File: src/rtl/dq_pkg.sv
package dq_pkg;
  // positions inside err_flags / err_clr
  localparam int unsigned ERR_FULL_PUSH = 0;
  localparam int unsigned ERR_EMPTY_POP = 1;
  localparam int unsigned ERR_KINDS     = 2;
endpackage

File: src/rtl/dq_slot.sv
module dq_slot #(
  parameter int unsigned DEPTH = 16,
  parameter int unsigned PW    = $clog2(DEPTH),
  parameter int unsigned CW    = $clog2(DEPTH + 1)
) (
  input  logic          clk,
  input  logic          rst,
  input  logic          push,
  input  logic          pop,
  input  logic [CW-1:0] thresh,
  output logic [CW-1:0] cnt,
  output logic [PW-1:0] head,
  output logic [PW-1:0] tail,
  output logic          occ,
  output logic          nfull
);
  logic [CW-1:0] cnt_nxt;

  always_comb begin
    unique case ({push, pop})
      2'b10:   cnt_nxt = cnt + CW'(1);
      2'b01:   cnt_nxt = cnt - CW'(1);
      default: cnt_nxt = cnt;
    endcase
  end

  always_ff @(posedge clk) begin
    if (rst) begin
      cnt   <= '0;
      head  <= '0;
      tail  <= '0;
      occ   <= 1'b0;
      nfull <= 1'b0;
    end else begin
      if (push) tail <= tail + PW'(1);
      if (pop)  head <= head + PW'(1);
      cnt   <= cnt_nxt;
      occ   <= (cnt_nxt != '0);
      nfull <= (cnt_nxt >= thresh);
    end
  end

  p_cnt_bound_r6: assert property (@(posedge clk) disable iff (rst)
    cnt <= CW'(DEPTH));
  p_push_room_r6: assert property (@(posedge clk) disable iff (rst)
    push |-> (cnt < CW'(DEPTH)));
  p_pop_data_r7: assert property (@(posedge clk) disable iff (rst)
    pop |-> (cnt != '0));
  p_pair_hold_r8: assert property (@(posedge clk) disable iff (rst)
    (push && pop) |=> $stable(cnt));
  p_ptr_gap_r2: assert property (@(posedge clk) disable iff (rst)
    PW'(tail - head) == cnt[PW-1:0]);
endmodule

File: src/rtl/dq_store.sv
module dq_store #(
  parameter int unsigned DW      = 16,
  parameter int unsigned ENTRIES = 176,
  parameter int unsigned AW      = 8
) (
  input  logic          clk,
  input  logic          we,
  input  logic [AW-1:0] waddr,
  input  logic [DW-1:0] wdata,
  input  logic          re,
  input  logic [AW-1:0] raddr,
  output logic [DW-1:0] rdata
);
  logic [DW-1:0] mem [0:ENTRIES-1];

  always_ff @(posedge clk) begin
    if (we) mem[waddr] <= wdata;
  end

  always_ff @(posedge clk) begin
    if (re) rdata <= mem[raddr];
  end
endmodule

File: src/rtl/dq_errlog.sv
module dq_errlog
  import dq_pkg::*;
#(
  parameter int unsigned SRC_W = 4
) (
  input  logic                 clk,
  input  logic                 rst,
  input  logic                 full_evt,
  input  logic [SRC_W-1:0]     full_who,
  input  logic                 empty_evt,
  input  logic [SRC_W-1:0]     empty_who,
  input  logic [ERR_KINDS-1:0] clr,
  output logic [ERR_KINDS-1:0] flags,
  output logic [SRC_W-1:0]     full_src,
  output logic [SRC_W-1:0]     empty_src
);
  logic [ERR_KINDS-1:0] evt;
  assign evt[ERR_FULL_PUSH] = full_evt;
  assign evt[ERR_EMPTY_POP] = empty_evt;

  always_ff @(posedge clk) begin
    if (rst) begin
      flags     <= '0;
      full_src  <= '0;
      empty_src <= '0;
    end else begin
      flags <= (flags & ~clr) | evt;
      if (full_evt)  full_src  <= full_who;
      if (empty_evt) empty_src <= empty_who;
    end
  end

  p_sticky_keep_r9: assert property (@(posedge clk) disable iff (rst)
    (flags[ERR_FULL_PUSH] && !clr[ERR_FULL_PUSH]) |=> flags[ERR_FULL_PUSH]);
  p_set_wins_r9: assert property (@(posedge clk) disable iff (rst)
    full_evt |=> flags[ERR_FULL_PUSH]);
  p_empty_set_r7: assert property (@(posedge clk) disable iff (rst)
    empty_evt |=> (flags[ERR_EMPTY_POP] && empty_src == $past(empty_who)));
endmodule

File: src/rtl/dq_manager.sv
module dq_manager
  import dq_pkg::*;
#(
  parameter int unsigned NUM_Q = 11,
  parameter int unsigned DEPTH = 16,
  parameter int unsigned DW    = 16,
  parameter int unsigned SRC_W = 4,
  localparam int unsigned QW   = $clog2(NUM_Q),
  localparam int unsigned PW   = $clog2(DEPTH),
  localparam int unsigned CW   = $clog2(DEPTH + 1)
) (
  input  logic                 clk,
  input  logic                 rst,
  input  logic                 enq_valid,
  input  logic [QW-1:0]        enq_qid,
  input  logic [SRC_W-1:0]     enq_src,
  input  logic [DW-1:0]        enq_desc,
  input  logic                 deq_valid,
  input  logic [QW-1:0]        deq_qid,
  input  logic [SRC_W-1:0]     deq_src,
  input  logic [CW-1:0]        thresh,
  input  logic [QW-1:0]        cnt_qid,
  input  logic [ERR_KINDS-1:0] err_clr,
  output logic                 enq_ack,
  output logic                 enq_drop,
  output logic                 deq_ok,
  output logic [DW-1:0]        deq_desc,
  output logic [NUM_Q-1:0]     occ_vec,
  output logic [NUM_Q-1:0]     nfull_vec,
  output logic [CW-1:0]        cnt_out,
  output logic [ERR_KINDS-1:0] err_flags,
  output logic [SRC_W-1:0]     ovf_src,
  output logic [SRC_W-1:0]     und_src
);
  localparam int unsigned AW      = QW + PW;
  localparam int unsigned ENTRIES = NUM_Q * DEPTH;

  logic [CW-1:0] cnt_a  [NUM_Q];
  logic [PW-1:0] head_a [NUM_Q];
  logic [PW-1:0] tail_a [NUM_Q];
  logic [NUM_Q-1:0] push_v, pop_v;

  logic [CW-1:0] enq_cnt, deq_cnt, sel_cnt;
  logic [PW-1:0] enq_tail, deq_head;
  logic enq_qok, deq_qok, enq_take, enq_full_hit, deq_take, deq_empty_hit;

  always_comb begin
    enq_cnt  = '0;
    deq_cnt  = '0;
    sel_cnt  = '0;
    enq_tail = '0;
    deq_head = '0;
    for (int i = 0; i < NUM_Q; i++) begin
      if (enq_qid == QW'(i)) begin
        enq_cnt  = cnt_a[i];
        enq_tail = tail_a[i];
      end
      if (deq_qid == QW'(i)) begin
        deq_cnt  = cnt_a[i];
        deq_head = head_a[i];
      end
      if (cnt_qid == QW'(i)) sel_cnt = cnt_a[i];
    end
  end

  assign enq_qok       = (enq_qid < QW'(NUM_Q));
  assign deq_qok       = (deq_qid < QW'(NUM_Q));
  assign enq_full_hit  = enq_valid && enq_qok && (enq_cnt == CW'(DEPTH));
  assign enq_take      = enq_valid && enq_qok && (enq_cnt != CW'(DEPTH))
                         && (enq_cnt < thresh);
  assign deq_take      = deq_valid && deq_qok && (deq_cnt != '0);
  assign deq_empty_hit = deq_valid && deq_qok && (deq_cnt == '0);

  for (genvar q = 0; q < NUM_Q; q++) begin : g_q
    assign push_v[q] = enq_take && (enq_qid == QW'(q));
    assign pop_v[q]  = deq_take && (deq_qid == QW'(q));

    dq_slot #(.DEPTH(DEPTH), .PW(PW), .CW(CW)) i_slot (
      .clk    (clk),
      .rst    (rst),
      .push   (push_v[q]),
      .pop    (pop_v[q]),
      .thresh (thresh),
      .cnt    (cnt_a[q]),
      .head   (head_a[q]),
      .tail   (tail_a[q]),
      .occ    (occ_vec[q]),
      .nfull  (nfull_vec[q])
    );
  end

  dq_store #(.DW(DW), .ENTRIES(ENTRIES), .AW(AW)) i_store (
    .clk   (clk),
    .we    (enq_take),
    .waddr ({enq_qid, enq_tail}),
    .wdata (enq_desc),
    .re    (deq_take),
    .raddr ({deq_qid, deq_head}),
    .rdata (deq_desc)
  );

  dq_errlog #(.SRC_W(SRC_W)) i_err (
    .clk       (clk),
    .rst       (rst),
    .full_evt  (enq_full_hit),
    .full_who  (enq_src),
    .empty_evt (deq_empty_hit),
    .empty_who (deq_src),
    .clr       (err_clr),
    .flags     (err_flags),
    .full_src  (ovf_src),
    .empty_src (und_src)
  );

  always_ff @(posedge clk) begin
    if (rst) begin
      enq_ack  <= 1'b0;
      enq_drop <= 1'b0;
      deq_ok   <= 1'b0;
      cnt_out  <= '0;
    end else begin
      enq_ack  <= enq_take;
      enq_drop <= enq_valid && !enq_take;
      deq_ok   <= deq_take;
      cnt_out  <= sel_cnt;
    end
  end

  p_ack_excl_r1: assert property (@(posedge clk) disable iff (rst)
    !(enq_ack && enq_drop));
  p_deq_nonempty_r2: assert property (@(posedge clk) disable iff (rst)
    deq_ok |-> ($past(occ_vec) != '0));
  p_full_flags_r5: assert property (@(posedge clk) disable iff (rst)
    enq_full_hit |=> enq_drop);
endmodule

File: config.mk
export PLATFORM = sky130hd
export DESIGN_NAME = dq_manager
export DESIGN_NICKNAME = d
export VERILOG_FILES = /design/src/rtl/dq_pkg.sv /design/src/rtl/dq_slot.sv /design/src/rtl/dq_store.sv /design/src/rtl/dq_errlog.sv /design/src/rtl/dq_manager.sv
export SDC_FILE = /design/constraint.sdc
export NUM_CORES = 2
export LEC_CHECK = 0
export ABC_CLOCK_PERIOD_IN_PS = 8000
export BUFFER_PORTS_ARGS = -buffer_cell sky130_fd_sc_hd__buf_2
export CORE_UTILIZATION = 42
export DETAILED_ROUTE_END_ITERATION = 12
export PLACE_DENSITY = 0.6
export SLEW_MARGIN = 15
export SYNTH_ARGS = -nofsm -noshare
export SYNTH_HDL_FRONTEND = slang
export SYNTH_SLANG_ARGS = --single-unit
File: constraint.sdc
create_clock -name clk -period 8 [get_ports clk]
set_input_delay 0.8 -clock clk [delete_from_list [all_inputs] [get_ports clk]]
set_output_delay 0.8 -clock clk [all_outputs]
set_load 0.1 [all_outputs]
Word-level counts from Yosys, hierarchy flattened --
Memory sizes are Yosys's and may differ from the RTL's. A register that Yosys moved wholly into a read port is not among the register bits. Cells that the tools add are included.
Word-level totals: output and inout bits 56, memory bits (writable) 2816, bits in registers 183, input port bits 47, memories kept 1
Memories:
- i_store.mem | depth 176, width 16, read ports 1, clocked after Yosys merged registers in 1, wr ports 1, line dq_store.sv:14 | logic [DW-1:0] mem [0:ENTRIES-1];
Operators by class: order comparisons 14, multiplexer cells 68, reduce and logical (&&, ||, !) cells 47, bitwise logic cells 3, eq/ne operators 54, add/subtract/negate cells 44
Operators with widths (number):
- $mux 5 | 33
- $pmux 5 s2 | 11
- $add 4x1->4 const B | 22
- $mux 4 | 22
- $reduce_bool 5->1 | 12
- $add 5x1->5 const B | 11
- $ge 5x5->1 | 11
- $sub 5x1->5 const B | 11
- $eq 4x3->1 const B | 12
- $eq 4x4->1 const B | 9
- $logic_and 1x1->1 | 30
- $eq 4x2->1 const B | 6
- $eq 2x1->1 const B | 11
- $eq 2x2->1 const B | 11
- $eq 4x1->1 const B | 3
- $logic_not 4->1 | 3
- $lt 4x4->1 const B | 2
- $eq 5x5->1 const B | 1
- $logic_not 5->1 | 1
- $lt 5x5->1 | 1
- $ne 5x5->1 const B | 1
- $and 2x2->2 | 1
- $mux 1 | 2
- $not 2->2 | 1
- 2 further kinds | 2

Logic depth before layout (Yosys ltp) --
depth after elaboration 19, mapped depth 30, mapped depth without buffers 24

Cells and area by module --
Synthesis repeated with hierarchy kept, for this count alone.
Second synthesis, totals: cells, all modules 6662, area, all modules 121993.3 um^2
By module, submodules not included:
- dq_store | cells an instance 5171, sequential area each 85041.6 um^2, area each 109312.3 um^2, instances 1
- dq_slot at g_q[0].i_slot ... | cells an instance 93, sequential area each 300.3 um^2, area each 830.8 um^2, instances 7
- dq_manager | cells an instance 420, sequential area each 160.2 um^2, area each 2992.9 um^2, instances 1
- dq_slot at g_q[8].i_slot ... | cells an instance 99, sequential area each 300.3 um^2, area each 912.1 um^2, instances 2
- dq_slot at g_q[10].i_slot | cells an instance 93, sequential area each 300.3 um^2, area each 845.8 um^2, instances 1
- dq_slot at g_q[7].i_slot | cells an instance 94, sequential area each 300.3 um^2, area each 834.6 um^2, instances 1
- dq_errlog | cells an instance 35, sequential area each 200.2 um^2, area each 367.9 um^2, instances 1

Worst setup path before layout --
OpenSTA, ideal clock, no wires.
path kind input port to flip-flop, start input port enq_qid[0], end register g_q[7].i_slot.nfull, library setup time 0.128 ns, setup slack 2.181 ns, data arrival time 5.692 ns, stages 27, cell sequence buf_2 -> buf_2 -> mux2_2 -> a22oi_1 -> o22a_1 -> o221ai_1 -> o21ai_0 -> nand2_1 -> ha_1 -> o2111ai_1 -> nand3_1 -> o21ai_1 -> clkbuf_1 -> nand3_1 -> buf_2 -> buf_1 -> ha_1 -> fa_1 -> a21o_1 -> a21oi_1 -> xor2_1 -> nor2_1 -> xnor2_1 -> inv_1 -> ha_1 -> a21oi_1 -> nor2_1
Between the ends: longest elaborated chain between the ends 19
Ends and longest elaborated chain:
- start: declaration | line dq_manager.sv:15 | input logic [QW-1:0] enq_qid,
- parallel branches: the longest is 15 deep, another holds $mux 5
- $logic_and 1x1->1 * | line dq_manager.sv:75 | assign push_v[q] = enq_take && (enq_qid == QW'(q));
- $eq 2x1->1 / $eq 2x2->1 (equally long branches) | line dq_slot.sv:20 | unique case ({push, pop})
- $pmux 5 s2 * | line dq_slot.sv:20
- net g_q[7].i_slot.cnt_nxt[4] | line dq_slot.sv:17 | logic [CW-1:0] cnt_nxt;
- $ge 5x5->1 * | line dq_slot.sv:39 | nfull <= (cnt_nxt >= thresh);
- end signal: assignment | line dq_slot.sv:39
- end: declaration | line dq_slot.sv:15 | output logic nfull
Mark *: on every way through the listed nets, which the timed path passes. A chain may end at the register's enable or synchronous reset.

Final worst setup path --
start input port deq_qid[1], end register i_store.rdata[8], read port of i_store.mem, data pin
Between the ends: longest elaborated chain between the ends 14
Ends and longest elaborated chain:
- start: declaration | line dq_manager.sv:19 | input logic [QW-1:0] deq_qid,
- $logic_not 4->1 | line dq_manager.sv:58 | if (deq_qid == QW'(i)) begin
- $mux 5 (11 in series) | line dq_manager.sv:58
- $reduce_bool 5->1 | line dq_manager.sv:71 | assign deq_take = deq_valid && deq_qok && (deq_cnt != '0);
- $logic_and 1x1->1 | line dq_manager.sv:71
- end: declaration | line dq_store.sv:12 | output logic [DW-1:0] rdata
Parallel ways exist; a longest one is shown, timed or not.

==> results.md <==
- Syn_nets: 9,487
- Final Hold Viols: 0
- Yosys top cell area share: 68.5%
- Yosys cell types: 98
- Clock buffer depth: 4
- All-Layer GR Usage: 31.5%
- Hold depth: 3
- Slew headroom: 0.0354%
- Worst path required time: 8.65 ns
- Crit share post-route: 78.9%
- Crit end category: flip-flop
- Setup WS pre-CTS: 1.26 ns
- Flops & latches, synth: 3,015
- Clock Latency Late Sink: 0.93 ns
- Violated checks: design-rule violations, max-capacitance violations
- Top cells by area in the synthesized netlist: edfxtp_1 (69%), nand2_1 (5.5%), dfxtp_1 (3.0%)
- # DRC: 6
- Slew Limit Fails: 0
- Crit Path Max Fanout: 57
- Skew final: 0.104 ns
- IO buf count: 102
- Root buf cell: clkbuf_16
- Layout area overhead: 14.1%
- Max-cap violations: 1
- Worst r2r path cells: 12
- Final instance area: 0.142 mm^2
- Pre-antenna DRT Iters: 10
- Post_cts resized: 0
- Number of setup buffers added after CTS: 0
- Die ar.: 0.298 mm^2
- HP Start: deq_src[3]
- CP top delay family: simple AND/OR/NAND/NOR gates
- Synth Warn #: 0
- Slowest stage delay, CP: 0.91 ns
- Int Pwr: 0.0262 W
- Commonest non-fill, non-tap cell in the layout: edfxtp_1
- Smallest setup slack after layout: 1.69 ns
- R2R Path End: i_store.rdata[8]
- Post-Place Cells: 13,156
- Area leader, netlist: edfxtp_1
- Total power: 0.0344 W
- Core area: 0.294 mm^2
- Top FF cell, synth: edfxtp_1
- Starting Density: 42.2%
- Fmax: 159 MHz
- Async SR Flop Fraction: 0%
- Post-layout min period: 6.31 ns
- Worst-path clk slew: 0.06 ns
- # rows: 199
- Status: finished with violations
- Placer Congestion: 1.02
- Hold Path End: i_err.empty_src[3]
- Mapped Area: 0.124 mm^2
- Slowest CP cell: nor2_8
- Routed vias/inst: 6.38
- Num CTS Buffers: 321
- Area after DPL: 0.131 mm^2
- P_sw: 0.00821 W
- WP buf/inv: 4
- Hpwl dp: 305 mm
- TritonCTS clock tree: yes
- Crit path top cell by count: buf_4
- Final cell count without fillers: 13,749
- Leak: 49.3 nW
- First-pass GRT wire length: 657 mm
- Measured slew at the worst slew-check pin: 1.50 ns
- Cell count after synthesis: 9,304
- Clock sinks: 3,015
- Setup tns final: 0 ns
- Vias post-DR: 87,694
- R2R Setup Slk: 2.19 ns
- Die height: 546 um
- Clk pwr share: 42.8%
- Drt wl/cell: 35.0 um
- Total grt overflow: 0
- H-tree level count: 5
- Pwr Density: 243 mW/mm^2
- Fin nets: 9,744
- Crit path launch type: input port
- Setup Crit Path Kind: input port to flip-flop
- Number of global-route vias before repair: 79,941
- Register area share after synthesis: 71.5%
- Final wirelength: 482 mm
- Die width: 546 um
- Switching share of power: 23.8%
- Worst flop-to-flop path startpoint: g_q[2].i_slot.head[0]
- Cell Chain, Critical Path: buf_4 -> buf_4 -> mux2_2 -> o32a_1 -> o31a_1 -> nor2_8 -> buf_12 -> mux2i_1 -> a211o_1 -> a211oi_1 -> buf_4 -> nor3_1 -> nand4b_1 -> or4_1
- Antenna Violating Nets Remaining: 0
- Proportion of layout cells with a drive suffix above 1: 12.8%
- Largest net degree at the start of global routing: 113
- Initial antenna violation count: 40
- Crit path arrival time: 6.96 ns
- Sequential share of power: 50.3%
- Setup violations, final: 0
- Post-synth EDFFs: 2,832
- Worst vdd ir: 0.167 mV
- Commonest cells after routing, fill and taps aside: edfxtp_1 (2,832), nand2_1 (1,804), nand3_1 (521)
- DRT iter0 DRCs: 14,837
- Logic pwr share: 6.9%
- IO Pins: 103
- RSZ-0062 raised after global routing: false
- Hold_buf cts: 0
- Hold Path Class: input port to flip-flop
- Synthesized area per cell: 13.3 um^2
## worst max path at each step
stage / startpoint / slack, ns / endpoint / cells after the start
final: deq_qid[1] / 1.69 / i_store.rdata[8] / 14
after floorplan: enq_qid[0] / 2.18 / g_q[7].i_slot.nfull / 27
after detailed placement: deq_qid[1] / 1.26 / i_store.rdata[8] / 14
after global placement: deq_qid[2] / 0.62 / i_store.rdata[14] / 13
after CTS: deq_qid[1] / 2.20 / i_store.rdata[8] / 14
after global routing: enq_qid[0] / 1.79 / g_q[0].i_slot.nfull / 26
## worst reg2reg max path, stage by stage, from the launching register on
cell and delay (ns):
dfxtp_1 0.39, mux2i_1 0.36, o22ai_2 0.19, o31a_1 0.42, nor2_8 0.91, buf_12 0.51, mux2i_1 0.29, a211o_1 0.39
a211oi_1 0.21, buf_4 0.26, nor3_1 0.46, nand4b_1 0.60, or4_1 0.65
## final cells by class
type	count	area [um^2]
tap	3919	4900
sequential	3015	88700
inverter	78	293
multi-input combinational	5574	32700
clock buffer	397	8480
clock inverter	171	1680
antenna	24	60.1
fill	25389	152000
timing repair buffer	571	4700
## cell families (layout without fill, tap and decap cells)
logic type	count (synthesis)	count (layout)	share of synthesized area [%]
buffers and inverters	715	1217	2.66
AO/OA/AOI/OAI	1545	1545	8.46
multiplexers	360	360	3.05
XOR/XNOR	110	110	0.776
other	0	24	0
AND/OR/NAND/NOR	3423	3423	12.1
adder cells (fa/ha/maj)	136	136	1.44
flip-flops	3015	3015	71.5
## routing by layer
| metal | share of wire [%] | global-route usage, % | wire length (um) | vias up |
|---|---|---|---|---|
| met3 | 14 | 9.71 | 69600 | 1347 |
| met2 | 42 | 45.2 | 202000 | 6862 |
| met5 | 0.020 | 0 | 96 | - |
| met4 | 7.1 | 18.6 | 34200 | 16 |
| met1 | 36 | 42.1 | 176000 | 43865 |
| li1 | - | - | - | 35604 |
## synthesized netlist by cell type, types with 16 or more instances
| master | number |
|---|---|
| edfxtp_1 | 2832 |
| nand2_1 | 1811 |
| nand3_1 | 521 |
| nor2_1 | 490 |
| a21oi_1 | 383 |
| mux2i_1 | 326 |
| clkbuf_1 | 260 |
| and3_1 | 251 |
| a211oi_1 | 241 |
| a31oi_1 | 234 |
| buf_2 | 222 |
| dfxtp_1 | 183 |
| o21ai_0 | 148 |
| ha_1 | 125 |
| a32oi_1 | 121 |
| nand4_1 | 120 |
| xor2_1 | 82 |
| buf_1 | 76 |
| inv_1 | 76 |
| buf_4 | 69 |
| nor3_1 | 58 |
| a311oi_1 | 49 |
| o22ai_1 | 45 |
| a221oi_1 | 44 |
| nand2b_1 | 41 |
| nor2b_1 | 34 |
| a211o_1 | 31 |
| xnor2_1 | 28 |
| a2111oi_0 | 27 |
| a21o_1 | 26 |
| a22oi_1 | 25 |
| nor4_1 | 25 |
| o211ai_1 | 22 |
| mux2_2 | 21 |
| o2111ai_1 | 20 |
| and2_1 | 16 |
## state kept, by name (all words and copies together) (netlist names), 2 cells and up
signal and cells:
g_q.i_slot.nfull 11, i_err.flags 2, i_store.rdata 16, g_q.i_slot.head 44
i_err.empty_src 4, g_q.i_slot.occ 11, i_err.full_src 4, g_q.i_slot.tail 44
g_q.i_slot.cnt 55, i_store.mem 2816, cnt_out 5
## through the flow
stage	utilization, %	hold WS [ns]
global route	48.2	0.202
global placement	44.7	0.454
floorplan	-	0.454
CTS	48.1	0.154
finish	48.2	0.208
detailed placement	44.7	0.469
## power by group through the flow
stage                     sequential, W  clock, W  combinational [W]
after CTS                        0.0173    0.0148            0.00229
after detailed placement         0.0176         0            0.00228
after global routing             0.0173    0.0153            0.00241
final                            0.0173    0.0147            0.00239
after global placement           0.0176         0            0.00225
after floorplan                  0.0177         0           0.000991
Power figures use the tool's default switching activity.
